File: src/rtl/spi_sr_pkg.sv
package spi_sr_pkg;
    localparam logic [7:0] OP_WREN = 8'h06;
    localparam logic [7:0] OP_WRSR = 8'h01;
    localparam logic [7:0] OP_RDSR = 8'h05;
    localparam int BYTE_BITS = 8;
    localparam int CNT_W = 5;

    typedef struct packed {
        logic       lock;
        logic [1:0] bp;
    } prot_t;

    typedef struct packed {
        logic [CNT_W-1:0] nbits;
        logic [7:0]       op;
        logic [7:0]       data;
    } frame_t;

    function automatic logic [7:0] pack_status(prot_t p, logic wel, logic busy);
        return {p.lock, 3'b000, p.bp, wel, busy};
    endfunction

    function automatic prot_t take_write(logic [7:0] d);
        prot_t r;
        r.lock = d[7];
        r.bp   = d[3:2];
        return r;
    endfunction
endpackage

File: src/rtl/spi_sr_sync.sv
module spi_sr_sync #(
    parameter int W = 4,
    parameter logic [W-1:0] RST_VAL = '0
) (
    input  logic         clk,
    input  logic         rst,
    input  logic [W-1:0] d,
    output logic [W-1:0] q
);
    logic [W-1:0] meta;
    always_ff @(posedge clk) begin
        if (rst) begin
            meta <= RST_VAL;
            q    <= RST_VAL;
        end else begin
            meta <= d;
            q    <= meta;
        end
    end
endmodule

File: src/rtl/spi_sr_frontend.sv
module spi_sr_frontend (
    input  logic clk,
    input  logic rst,
    input  logic sck_i,
    input  logic csn_i,
    input  logic mosi_i,
    input  logic wp_n_i,
    output logic sck_rise,
    output logic sck_fall,
    output logic cs_start,
    output logic cs_end,
    output logic cs_act,
    output logic mosi_s,
    output logic wp_n_s
);
    logic [3:0] raw, syn;
    logic sck_q, csn_q;

    assign raw = {sck_i, csn_i, mosi_i, wp_n_i};

    spi_sr_sync #(.W(4), .RST_VAL(4'b0101)) u_sync (
        .clk(clk), .rst(rst), .d(raw), .q(syn)
    );

    always_ff @(posedge clk) begin
        if (rst) begin
            sck_q <= 1'b0;
            csn_q <= 1'b1;
        end else begin
            sck_q <= syn[3];
            csn_q <= syn[2];
        end
    end

    assign sck_rise = syn[3] & ~sck_q;
    assign sck_fall = ~syn[3] & sck_q;
    assign cs_start = ~syn[2] & csn_q;
    assign cs_end   = syn[2] & ~csn_q;
    assign cs_act   = ~syn[2] & ~csn_q;
    assign mosi_s   = syn[1];
    assign wp_n_s   = syn[0];
endmodule

File: src/rtl/spi_sr_shifter.sv
module spi_sr_shifter
    import spi_sr_pkg::*;
(
    input  logic   clk,
    input  logic   rst,
    input  logic   cs_start,
    input  logic   cs_act,
    input  logic   sck_rise,
    input  logic   mosi_s,
    output frame_t frame,
    output logic   op_done
);
    localparam logic [CNT_W-1:0] CNT_MAX = {CNT_W{1'b1}};
    localparam logic [CNT_W-1:0] OP_LAST = CNT_W'(BYTE_BITS - 1);
    localparam logic [CNT_W-1:0] DT_LAST = CNT_W'(2 * BYTE_BITS - 1);

    logic [7:0] sreg;
    logic [7:0] nb;

    assign nb = {sreg[6:0], mosi_s};

    always_ff @(posedge clk) begin
        if (rst) begin
            sreg    <= '0;
            frame   <= '0;
            op_done <= 1'b0;
        end else begin
            op_done <= 1'b0;
            if (cs_start) begin
                sreg        <= '0;
                frame.nbits <= '0;
            end else if (cs_act && sck_rise) begin
                sreg <= nb;
                if (frame.nbits != CNT_MAX)
                    frame.nbits <= frame.nbits + 1'b1;
                if (frame.nbits == OP_LAST) begin
                    frame.op <= nb;
                    op_done  <= 1'b1;
                end
                if (frame.nbits == DT_LAST)
                    frame.data <= nb;
            end
        end
    end
endmodule

File: src/rtl/spi_sr_core.sv
module spi_sr_core
    import spi_sr_pkg::*;
#(
    parameter int TW = 500,
    localparam int TW_W = (TW > 2) ? $clog2(TW) : 1
) (
    input  logic            clk,
    input  logic            rst,
    input  logic            cs_end,
    input  frame_t          frame,
    input  logic            wp_n_s,
    output prot_t           prot,
    output logic            wel,
    output logic            busy,
    output logic [TW_W-1:0] timer
);
    localparam logic [CNT_W-1:0] WREN_LEN = CNT_W'(BYTE_BITS);
    localparam logic [CNT_W-1:0] WRSR_LEN = CNT_W'(2 * BYTE_BITS);

    prot_t pend;
    logic  hw_locked, do_wren, do_wrsr;

    assign hw_locked = prot.lock & ~wp_n_s;
    assign do_wren   = (frame.nbits == WREN_LEN) && (frame.op == OP_WREN);
    assign do_wrsr   = (frame.nbits == WRSR_LEN) && (frame.op == OP_WRSR)
                       && wel && !hw_locked;

    always_ff @(posedge clk) begin
        if (rst) begin
            prot  <= '0;
            pend  <= '0;
            wel   <= 1'b0;
            busy  <= 1'b0;
            timer <= '0;
        end else if (busy) begin
            if (timer == '0) begin
                busy <= 1'b0;
                wel  <= 1'b0;
                prot <= pend;
            end else begin
                timer <= timer - 1'b1;
            end
        end else if (cs_end) begin
            if (do_wren) begin
                wel <= 1'b1;
            end else if (do_wrsr) begin
                busy  <= 1'b1;
                timer <= TW_W'(TW - 1);
                pend  <= take_write(frame.data);
            end
        end
    end
endmodule

File: src/rtl/spi_sr_readout.sv
module spi_sr_readout
    import spi_sr_pkg::*;
(
    input  logic       clk,
    input  logic       rst,
    input  logic       cs_start,
    input  logic       cs_end,
    input  logic       cs_act,
    input  logic       op_done,
    input  logic [7:0] op,
    input  logic       sck_fall,
    input  logic [7:0] stat,
    output logic       miso
);
    logic       rd_on;
    logic [2:0] idx;
    logic [7:0] sh;

    always_ff @(posedge clk) begin
        if (rst || cs_start || cs_end) begin
            rd_on <= 1'b0;
            idx   <= '0;
            sh    <= '0;
            miso  <= 1'b0;
        end else begin
            if (op_done && op == OP_RDSR)
                rd_on <= 1'b1;
            if (rd_on && cs_act && sck_fall) begin
                idx <= idx + 1'b1;
                if (idx == '0) begin
                    miso <= stat[7];
                    sh   <= {stat[6:0], 1'b0};
                end else begin
                    miso <= sh[7];
                    sh   <= {sh[6:0], 1'b0};
                end
            end
        end
    end
endmodule

File: src/rtl/spi_status_ctrl.sv
module spi_status_ctrl
    import spi_sr_pkg::*;
#(
    parameter int TW = 500
) (
    input  logic       clk,
    input  logic       rst,
    input  logic       sck_i,
    input  logic       csn_i,
    input  logic       mosi_i,
    input  logic       wp_n_i,
    output logic       miso_o,
    output logic [1:0] bp_o
);
    localparam int TW_W = (TW > 2) ? $clog2(TW) : 1;

    logic sck_rise, sck_fall, cs_start, cs_end, cs_act, mosi_s, wp_n_s;
    logic op_done, wel, busy;
    logic [TW_W-1:0] timer;
    frame_t frame;
    prot_t  prot;
    logic [7:0] stat;

    spi_sr_frontend u_fe (
        .clk(clk), .rst(rst), .sck_i(sck_i), .csn_i(csn_i), .mosi_i(mosi_i),
        .wp_n_i(wp_n_i), .sck_rise(sck_rise), .sck_fall(sck_fall),
        .cs_start(cs_start), .cs_end(cs_end), .cs_act(cs_act),
        .mosi_s(mosi_s), .wp_n_s(wp_n_s)
    );

    spi_sr_shifter u_sh (
        .clk(clk), .rst(rst), .cs_start(cs_start), .cs_act(cs_act),
        .sck_rise(sck_rise), .mosi_s(mosi_s), .frame(frame), .op_done(op_done)
    );

    spi_sr_core #(.TW(TW)) u_core (
        .clk(clk), .rst(rst), .cs_end(cs_end), .frame(frame), .wp_n_s(wp_n_s),
        .prot(prot), .wel(wel), .busy(busy), .timer(timer)
    );

    assign stat = pack_status(prot, wel, busy);
    assign bp_o = prot.bp;

    spi_sr_readout u_rd (
        .clk(clk), .rst(rst), .cs_start(cs_start), .cs_end(cs_end),
        .cs_act(cs_act), .op_done(op_done), .op(frame.op),
        .sck_fall(sck_fall), .stat(stat), .miso(miso_o)
    );
endmodule

File: config.mk
export PLATFORM = sky130hd
export DESIGN_NAME = spi_status_ctrl
export DESIGN_NICKNAME = d
export VERILOG_FILES = /design/src/rtl/spi_sr_pkg.sv /design/src/rtl/spi_sr_sync.sv /design/src/rtl/spi_sr_frontend.sv /design/src/rtl/spi_sr_shifter.sv /design/src/rtl/spi_sr_core.sv /design/src/rtl/spi_sr_readout.sv /design/src/rtl/spi_status_ctrl.sv
export SDC_FILE = /design/constraint.sdc
export NUM_CORES = 1
export LEC_CHECK = 0
export BUFFER_PORTS_ARGS = -buffer_cell sky130_fd_sc_hd__buf_2
export CAP_MARGIN = 20
export CORE_ASPECT_RATIO = 2
export CORE_UTILIZATION = 30
export DETAILED_ROUTE_END_ITERATION = 8
export SLEW_MARGIN = 20
export SYNTH_ARGS = -nofsm -noshare
export SYNTH_HDL_FRONTEND = slang
export SYNTH_SLANG_ARGS = --single-unit
File: constraint.sdc
create_clock -name clk -period 3 [get_ports clk]
set_input_delay 0.3 -clock clk [delete_from_list [all_inputs] [get_ports clk]]
set_output_delay 0.3 -clock clk [all_outputs]
set_load 0.03 [all_outputs]
# [After elaboration in Yosys (flattened, before gate mapping)]
# Cells that the tools add are included.
[word_totals] rom_bits=0 ramBits=0 reg_bits=69 latch_bits=0 n_memories=0 elab_cells=91 in_bits=6
[classes] div=0 n_reduce_logical=25 n_mux=17 n_mul=0 shift=0 n_eq_ne=11 n_lt_le_gt_ge=0 addsub=3 bitwise_logic=15
[ops] cell="$mux 9" count=5
[ops] cell="$eq 8x3->1 const B" count=2
[ops] cell="$mux 1" count=11
[ops] cell="$eq 5x4->1 const B" count=2
[ops] cell="$logic_not 9->1" count=1
[ops] cell="$not 1->1" count=9
[ops] cell="$reduce_and 3->1" count=3
[ops] cell="$sub 9x1->9 const B" count=1
[ops] cell="$eq 8x1->1 const B" count=1
[ops] cell="$logic_and 1x1->1" count=8
[ops] cell="$mux 8" count=1
[ops] cell="$reduce_and 4->1" count=2
[ops] cell="$and 1x1->1" count=6
[ops] cell="$reduce_bool 2->1" count=3
[ops] cell="$add 5x1->5 const B" count=1
[ops] cell="$eq 5x3->1 const B" count=1
[ops] cell="$eq 5x5->1 const B" count=1
[ops] cell="$ne 5x5->1 const B" count=1
[ops] cell="$ne 2x2->1 const B" count=2
[ops] cell="$reduce_and 2->1" count=2
[ops] cell="$add 3x1->3 const B" count=1
[ops] cell="$logic_not 3->1" count=1
[ops] cell="$reduce_or 3->1" count=1
[ops] cell="$logic_or 1x1->1" count=2
[ops] cell="other kinds (3)" count=3

# [Depth between registers and ports, before layout]
# Gate-level depths: netlist of run 1.
[depth] depth_word=8 depth_mapped=7 ltp_nobuf=6

# [Cells and area by module]
# A second synthesis of run 1 with hierarchy kept.
[hier_totals] cells_unflattened=315 area_unflattened_um2=3104.2
[modules_own_cells] mod="spi_sr_shifter" area_each_um2=1273.7 n_inst=1 cells_each=131 seq_area_each_um2=580.6
[modules_own_cells] mod="spi_sr_core" area_each_um2=892.1 n_inst=1 cells_each=99 seq_area_each_um2=340.3
[modules_own_cells] mod="spi_sr_readout" area_each_um2=640.6 n_inst=1 cells_each=59 seq_area_each_um2=240.2
[modules_own_cells] mod="spi_sr_sync" area_each_um2=210.2 n_inst=1 cells_each=16 seq_area_each_um2=160.2
[modules_own_cells] mod="spi_sr_frontend" area_each_um2=83.8 n_inst=1 cells_each=9 seq_area_each_um2=40.0
[modules_own_cells] mod="spi_status_ctrl" area_each_um2=3.8 n_inst=1 cells_each=1 seq_area_each_um2=0.0

# [Worst setup path after synthesis of run 1]
# No wires, ideal clock.
[synth_timing] kind="register -> register" from="register u_core.timer[0]" to="register u_core.timer[5]" path_stages_with_launch=8 synth_period_minus_slack_ps=1934 path_buffers=1 setup_ps=137 arrival_ps=1797 path_slack_ps=1066 cell_sequence="dfxtp_1 > inv_1 > ha_1 > or4b_1 > buf_2 > o31a_1 > a31oi_4 > a221oi_1"
[synth_between] elab_chain_cells=3
[synth_lines] item="start: declaration" line_no="spi_sr_core.sv:15" text="output logic [TW_W-1:0] timer"
[synth_lines] item="start signal: assignment" line_no="spi_sr_core.sv:41" text="timer <= timer - 1'b1;"
[synth_lines] item="start signal: assignment" line_no="spi_sr_core.sv:48" text="timer <= TW_W'(TW - 1);"
[synth_lines] item="$sub 9x1->9 / $logic_not 9->1 (equally long branches)" line_no="spi_sr_core.sv:41, spi_sr_core.sv:36"
[synth_lines] item="$mux 9 / $ne 2x2->1 (equally long branches)"
[synth_lines] item="$mux 9 / $reduce_and 4->1 (equally long branches)"
# Parallel ways exist; a longest one is shown, timed or not. The select of a mux whose other input is x is not followed.
# A chain may end at the register's enable or synchronous reset.

# [Worst setup path after layout of run 1]
[layout_timing] from="register u_core.timer[0]" to="register u_core.timer[6]"
# The elaborated chain is that of the path after synthesis.

==> results of run 1 <==
[logic make-up (layout without fill, tap and decap cells)]
logic type	Yosys count	in the layout	synth area share, %
DFF	63	63	47.2
xor gates and xnor gates	7	7	2.30
AOI/OAI and AO/OA	52	52	13.4
adders and majority gates	7	7	3.28
buffers and inverters	30	41	4.64
muxes	16	16	6.00
and+or+nand+nor	117	117	23.1
[worst register-to-register path, stage by stage (launching register included)]
cell      delay (ps)
dfxtp_1          320
inv_1             90
ha_1             200
or4b_1           570
o31a_1           410
a31oi_4          290
a221oi_1         140
[routing by layer]
metal  vias to the layer above  part of all wire, %  GRT usage, %
met5                         -                    0             0
met4                         0                  6.8          12.7
met3                        22                  2.5          4.04
met2                        30                   57          25.3
met1                       956                   34          12.1
li1                       1024                    -             -
[how the worst max path moves through the flow]
| stage | from | to |
|---|---|---|
| CTS | u_core.timer[0]$_SDFFE_PP0P_ | u_core.timer[6]$_SDFFE_PP0P_ |
| finish | u_core.timer[0]$_SDFFE_PP0P_ | u_core.timer[6]$_SDFFE_PP0P_ |
| floorplan | u_core.timer[0]$_SDFFE_PP0P_ | u_core.timer[5]$_SDFFE_PP0P_ |
| global route | u_core.timer[0]$_SDFFE_PP0P_ | u_core.timer[6]$_SDFFE_PP0P_ |
| global placement | u_core.timer[0]$_SDFFE_PP0P_ | u_core.wel$_SDFFE_PP0P_ |
| detailed placement | u_core.timer[0]$_SDFFE_PP0P_ | u_core.timer[6]$_SDFFE_PP0P_ |
[cells in the mapped netlist, drive strengths merged (4+ instances only)]
cell type	n	area share (%)
a211oi	6	1.7
a21oi	22	4.1
buf	5	1.1
clkbuf	11	1.5
dfxtp	63	47
ha	7	3.3
inv	14	2.0
mux2i	16	6.0
nand2	26	3.7
nand2b	4	0.94
nand3	9	1.7
nand4	4	0.94
nor2	33	4.6
nor2b	10	2.3
nor3	5	0.94
o31ai	6	1.7
or2	4	0.94
xnor2	7	2.3
[layout make-up]
class / count / area [µm²] / area share (%)
Multi-Input combinational cell: 199 / 1290 / 41.9
Sequential cell: 63 / 1260 / 40.9
Clock buffer: 12 / 246 / 7.99
Tap cell: 100 / 125 / 4.06
Timing Repair Buffer: 11 / 62.6 / 2.03
Inverter: 14 / 52.6 / 1.70
Clock inverter: 4 / 45.0 / 1.46
[stage by stage]
stage,hold WS (ps),std cells,instance area (µm²)
final,155,403,3080
after global routing,157,403,3080
after CTS,145,403,3080
after detailed placement,396,387,2790
after global placement,393,387,2790
after floorplan,389,292,2670
[state kept, by name (all words and copies together) (netlist names), 3 cells and up]
signal,cells
u_sh.frame,16
u_rd.idx,3
u_fe.u_sync.q,4
u_core.pend,3
u_fe.u_sync.meta,4
u_sh.sreg,7
u_rd.sh,7
u_core.timer,9
u_core.prot,3
[power by group through the flow]
stage / logic, mW / registers (mW) / clock network, mW
2_1_floorplan: 0.0197 / 0.863 / 0
3_3_place_gp: 0.0294 / 0.864 / 0
3_5_place_dp: 0.0296 / 0.864 / 0
4_1_cts: 0.0298 / 0.847 / 1.03
5_1_grt: 0.0320 / 0.847 / 1.07
6_report: 0.0291 / 0.847 / 1.01
==> impl_metrics.tcl, run 1 <==
set metrics [dict create \
    rsz0062_at_grt "no" \
    finalWorstSetupSlack_ps 828 \
    drc_errors 0 \
    internal_power_mw 1.51 \
    crit_family "compound AO/OA/AOI/OAI gates" \
    nNetsFinal 311 \
    swShare_pct 19.7 \
    layout_common_cells "63 x dfxtp_1, 33 x nor2_1, 26 x nand2_1" \
    synth-edff-count 0 \
    netlist_instances 292 \
    yosysWarningCount 0 \
    total_power_mw 1.89 \
    h-tree-depth 3 \
    wirelength_um 5640 \
    place.gp.congestion 0.804 \
    drt_first_iter_violations 110 \
    leakage_nw 1.17 \
    diodes 0 \
    drt_pre_antenna_iters 4 \
    finalSetupTns_ps 0 \
    power_frac_clock_pct 53.5 \
    reg2reg_slack_ps 830 \
    die_area_um2 9300 \
    postSynthAreaPerCell_um2 9.14 \
    slew_viol_final 0 \
    antenna_found_initial 0 \
    worstPathMaxFanout 8 \
    grt_pass1_vias 2052 \
    rows 48 \
    setup_viol 0 \
    syn_area_um2 2670 \
    utilization_pct 35.7 \
    hold_buffers 0 \
    cts.sink_count 63 \
    port_buffers 8 \
    track_usage_pct 14.3 \
    syn_nets 305 \
    combinationalPowerShare_pct 1.5 \
    ir_drop_mv 0.326 \
    area_delta_synth_final_pct 15.5 \
    startpoint_type "flop" \
    clk_pin_slew_ps 50 \
    hold_path_class "input port to flop" \
    synth-seq-area-share_pct 47.2 \
    die_h_um 135 \
    via_per_inst 5.04 \
    hold_end "u_fe.u_sync.meta[0]$_SDFF_PP1_" \
    hp-start "wp_n_i" \
    final_common_cell "dfxtp_1" \
    grt_max_degree 40 \
    hold_viol 0 \
    crit_required_ps 3170 \
    cts_tree "yes" \
    powerDensity_nw_per_um2 611 \
    p_sw_mw 0.372 \
    overflow 0 \
    slew_headroom_pct 54.3 \
    reg2regPathDepth 6 \
    max_cap_viol_count 0 \
    initial_core_util_pct 30.9 \
    via_count 2032 \
    status "finished, final reports clean" \
    clock_latency_ps 330 \
    critPathKind "flop to flop" \
    cp_num_buf_inv 1 \
    post-place-ws_ps 844 \
    core_um2 8650 \
    ant_nets 0 \
    min_path_cells 2 \
    clock_skew_ps 6.32 \
    cts_buffers 9 \
    drive_gt1_share_pct 10.9 \
    reg2reg_to "u_core.timer[6]$_SDFFE_PP0P_" \
    cts_setup_buffers 0 \
    routedWlPerCell_um 14.0 \
    grt_pass1_wl_um 9400 \
    fmax_mhz 460 \
    period_needed_ps 2170 \
    worst_slew_pin_slew_ps 686 \
    p_seq_share_pct 44.9 \
    postSynth.asyncResetShare_pct 0 \
    arrival_ps 2340 \
    dpl.hpwl_um 4130 \
    r2r-start "u_core.timer[0]$_SDFFE_PP0P_" \
    post-route-period-util_pct 72.4 \
    path_depth 6 \
    pin_count 9 \
    max_stage_delay_ps 570 \
    ys_ff_latch 63 \
    die-width_um 68.7 \
    nFillCells 915 \
    clock_path_buffers 2 \
    endpoint_kind "flop" \
    synth_cell_types 46 \
    path_cells "inv_1, ha_1, or4b_1, o31a_1, a31oi_4, a221oi_1" \
    cts_resized 0 \
    ys.flop_type "dfxtp_1" \
    root_buffer "clkbuf_16" \
    cp_slowest_cell "or4b_1" \
]
Power figures use the tool's default switching activity.
==> inputs of run 2 (changes only) <==
- clock period: 3 -> 2 ns (I/O delays scaled with it)
==> impl_metrics.tcl, run 2 (synthesized netlist as in run 1, its figures left out) <==
set metrics [dict create \
    status "finished, final reports clean" \
    drive_gt1_share_pct 21.3 \
    dp.cells 406 \
    rows 48 \
    ant_nets 0 \
    die_area_um2 9300 \
    initial_core_util_pct 30.9 \
    drc_errors 0 \
    slew_viol_final 0 \
    hold_ws_ps 43.5 \
    startpoint_type "flop" \
    reg2reg_slack_ps 20 \
    worstPathMaxFanout 8 \
    max_cap_viol_count 0 \
    dpl.hpwl_um 4270 \
    drt_first_iter_violations 101 \
    powerDensity_nw_per_um2 862 \
    core_um2 8650 \
    nFillCells 882 \
    track_usage_pct 14.5 \
    antenna_found_initial 0 \
    worst_slew_pin_slew_ps 470 \
    wirelength_um 5870 \
    crit_required_ps 2210 \
    finalSetupTns_ps 0 \
    endpoint_kind "flop" \
    post_dp_cell_area_um2 2950 \
    arrival_ps 2190 \
    hold_viol 0 \
    cts_tree "yes" \
    clock_latency_ps 340 \
    area_delta_synth_final_pct 24.5 \
    clock_skew_ps 6.65 \
    layout_common_cells "61 x dfxtp_1, 33 x nor2_1, 26 x nand2_1" \
    diodes 0 \
    reg2regPathDepth 6 \
    min_path_cells 2 \
    leakage_nw 1.29 \
    h-tree-depth 3 \
    cts_buffers 9 \
    clock_path_buffers 2 \
    ir_drop_mv 0.489 \
    reg_top3 "u_sh.frame x16, u_core.timer x9" \
    setup_viol 0 \
    grt_pass1_wl_um 9440 \
    post-route-period-util_pct 99.1 \
    die-width_um 68.7 \
    period_needed_ps 1980 \
    fin_cells 424 \
    drt_pre_antenna_iters 4 \
    port_buffers 8 \
    grt_pass1_vias 2009 \
    grt_max_degree 39 \
    largest_reg_flops 16 \
    fmax_mhz 505 \
    top_register "u_sh.frame" \
    die_h_um 135 \
    nNetsFinal 332 \
    hold_path_class "input port to flop" \
    stdcell_area_um2 3320 \
    pin_count 9 \
    via_per_inst 4.96 \
    overflow 0 \
    final_common_cell "dfxtp_1" \
    utilization_pct 38.4 \
    root_buffer "clkbuf_16" \
    critPathKind "flop to flop" \
    cts.sink_count 63 \
    clk_pin_slew_ps 50 \
    routedWlPerCell_um 13.8 \
    via_count 2104 \
    slew_headroom_pct 68.7 \
    rsz0062_at_grt "yes" \
    hold_buffers 0 \
    place.gp.congestion 0.807 \
]
[run 2: path summary, 6_finish.rpt]
path,startpoint,to
worst max-delay path,u_core.timer[1]$_SDFFE_PP0P_,u_core.timer[4]$_SDFFE_PP0P_
worst min-delay path,csn_i,u_fe.u_sync.meta[2]$_SDFF_PP1_
worst max register to register,u_core.timer[1]$_SDFFE_PP0P_,u_core.timer[4]$_SDFFE_PP0P_
worst min register to register,u_fe.u_sync.meta[2]$_SDFF_PP1_,u_fe.u_sync.q[2]$_SDFF_PP1_
[run 2: cell type report]
cell class | instances | area (µm²) | share of cell area [%]
sequential | 63 | 1260 | 38.0
multi-input combinational | 199 | 1350 | 40.6
clock inverter | 6 | 60.1 | 1.81
tap | 100 | 125 | 3.77
clock buffer | 10 | 239 | 7.19
inverter | 14 | 52.6 | 1.58
timing repair buffer | 32 | 233 | 7.00
[run 2: power by group]
part / total [mW] / leakage, nW / internal [mW] / switching [mW]
Combinational: 0.0450 / 0.633 / 0.0152 / 0.0299
Clock: 1.55 / 0.144 / 0.989 / 0.560
Sequential: 1.27 / 0.510 / 1.26 / 0.00521
[run 2: routing by layer]
metal | vias up | part of all wire (%) | GRT usage (%) | wire length (µm)
li1 | 1064 | - | - | -
met1 | 1002 | 37 | 13.3 | 2160
met2 | 24 | 56 | 25.6 | 3290
met3 | 14 | 2.3 | 3.79 | 136
met4 | 0 | 4.9 | 11.2 | 287
met5 | - | 0 | 0 | 0
[run 2: stage by stage]
stage	power (mW)	setup WS, ps
3_3_place_gp	1.34	8.35
5_1_grt	2.95	-43.2
2_1_floorplan	1.32	65.9
4_1_cts	2.89	7.63
6_report	2.86	18.1
3_5_place_dp	1.34	-84.1
[run 2: critical path, stage by stage, from the launching register on]
cell and delay, ps:
dfxtp_2 320, inv_2 70, ha_4 130, or4b_4 500, o31a_1 390, a31oi_4 330, a211oi_1 120
[run 2: what timing repair did]
item,in CTS,in global routing
hold endpoints to repair,0,0
resized for setup,3,12
buffers inserted,0,2
pin swaps,1,7
setup endpoints to repair,15,12
cloned,0,0
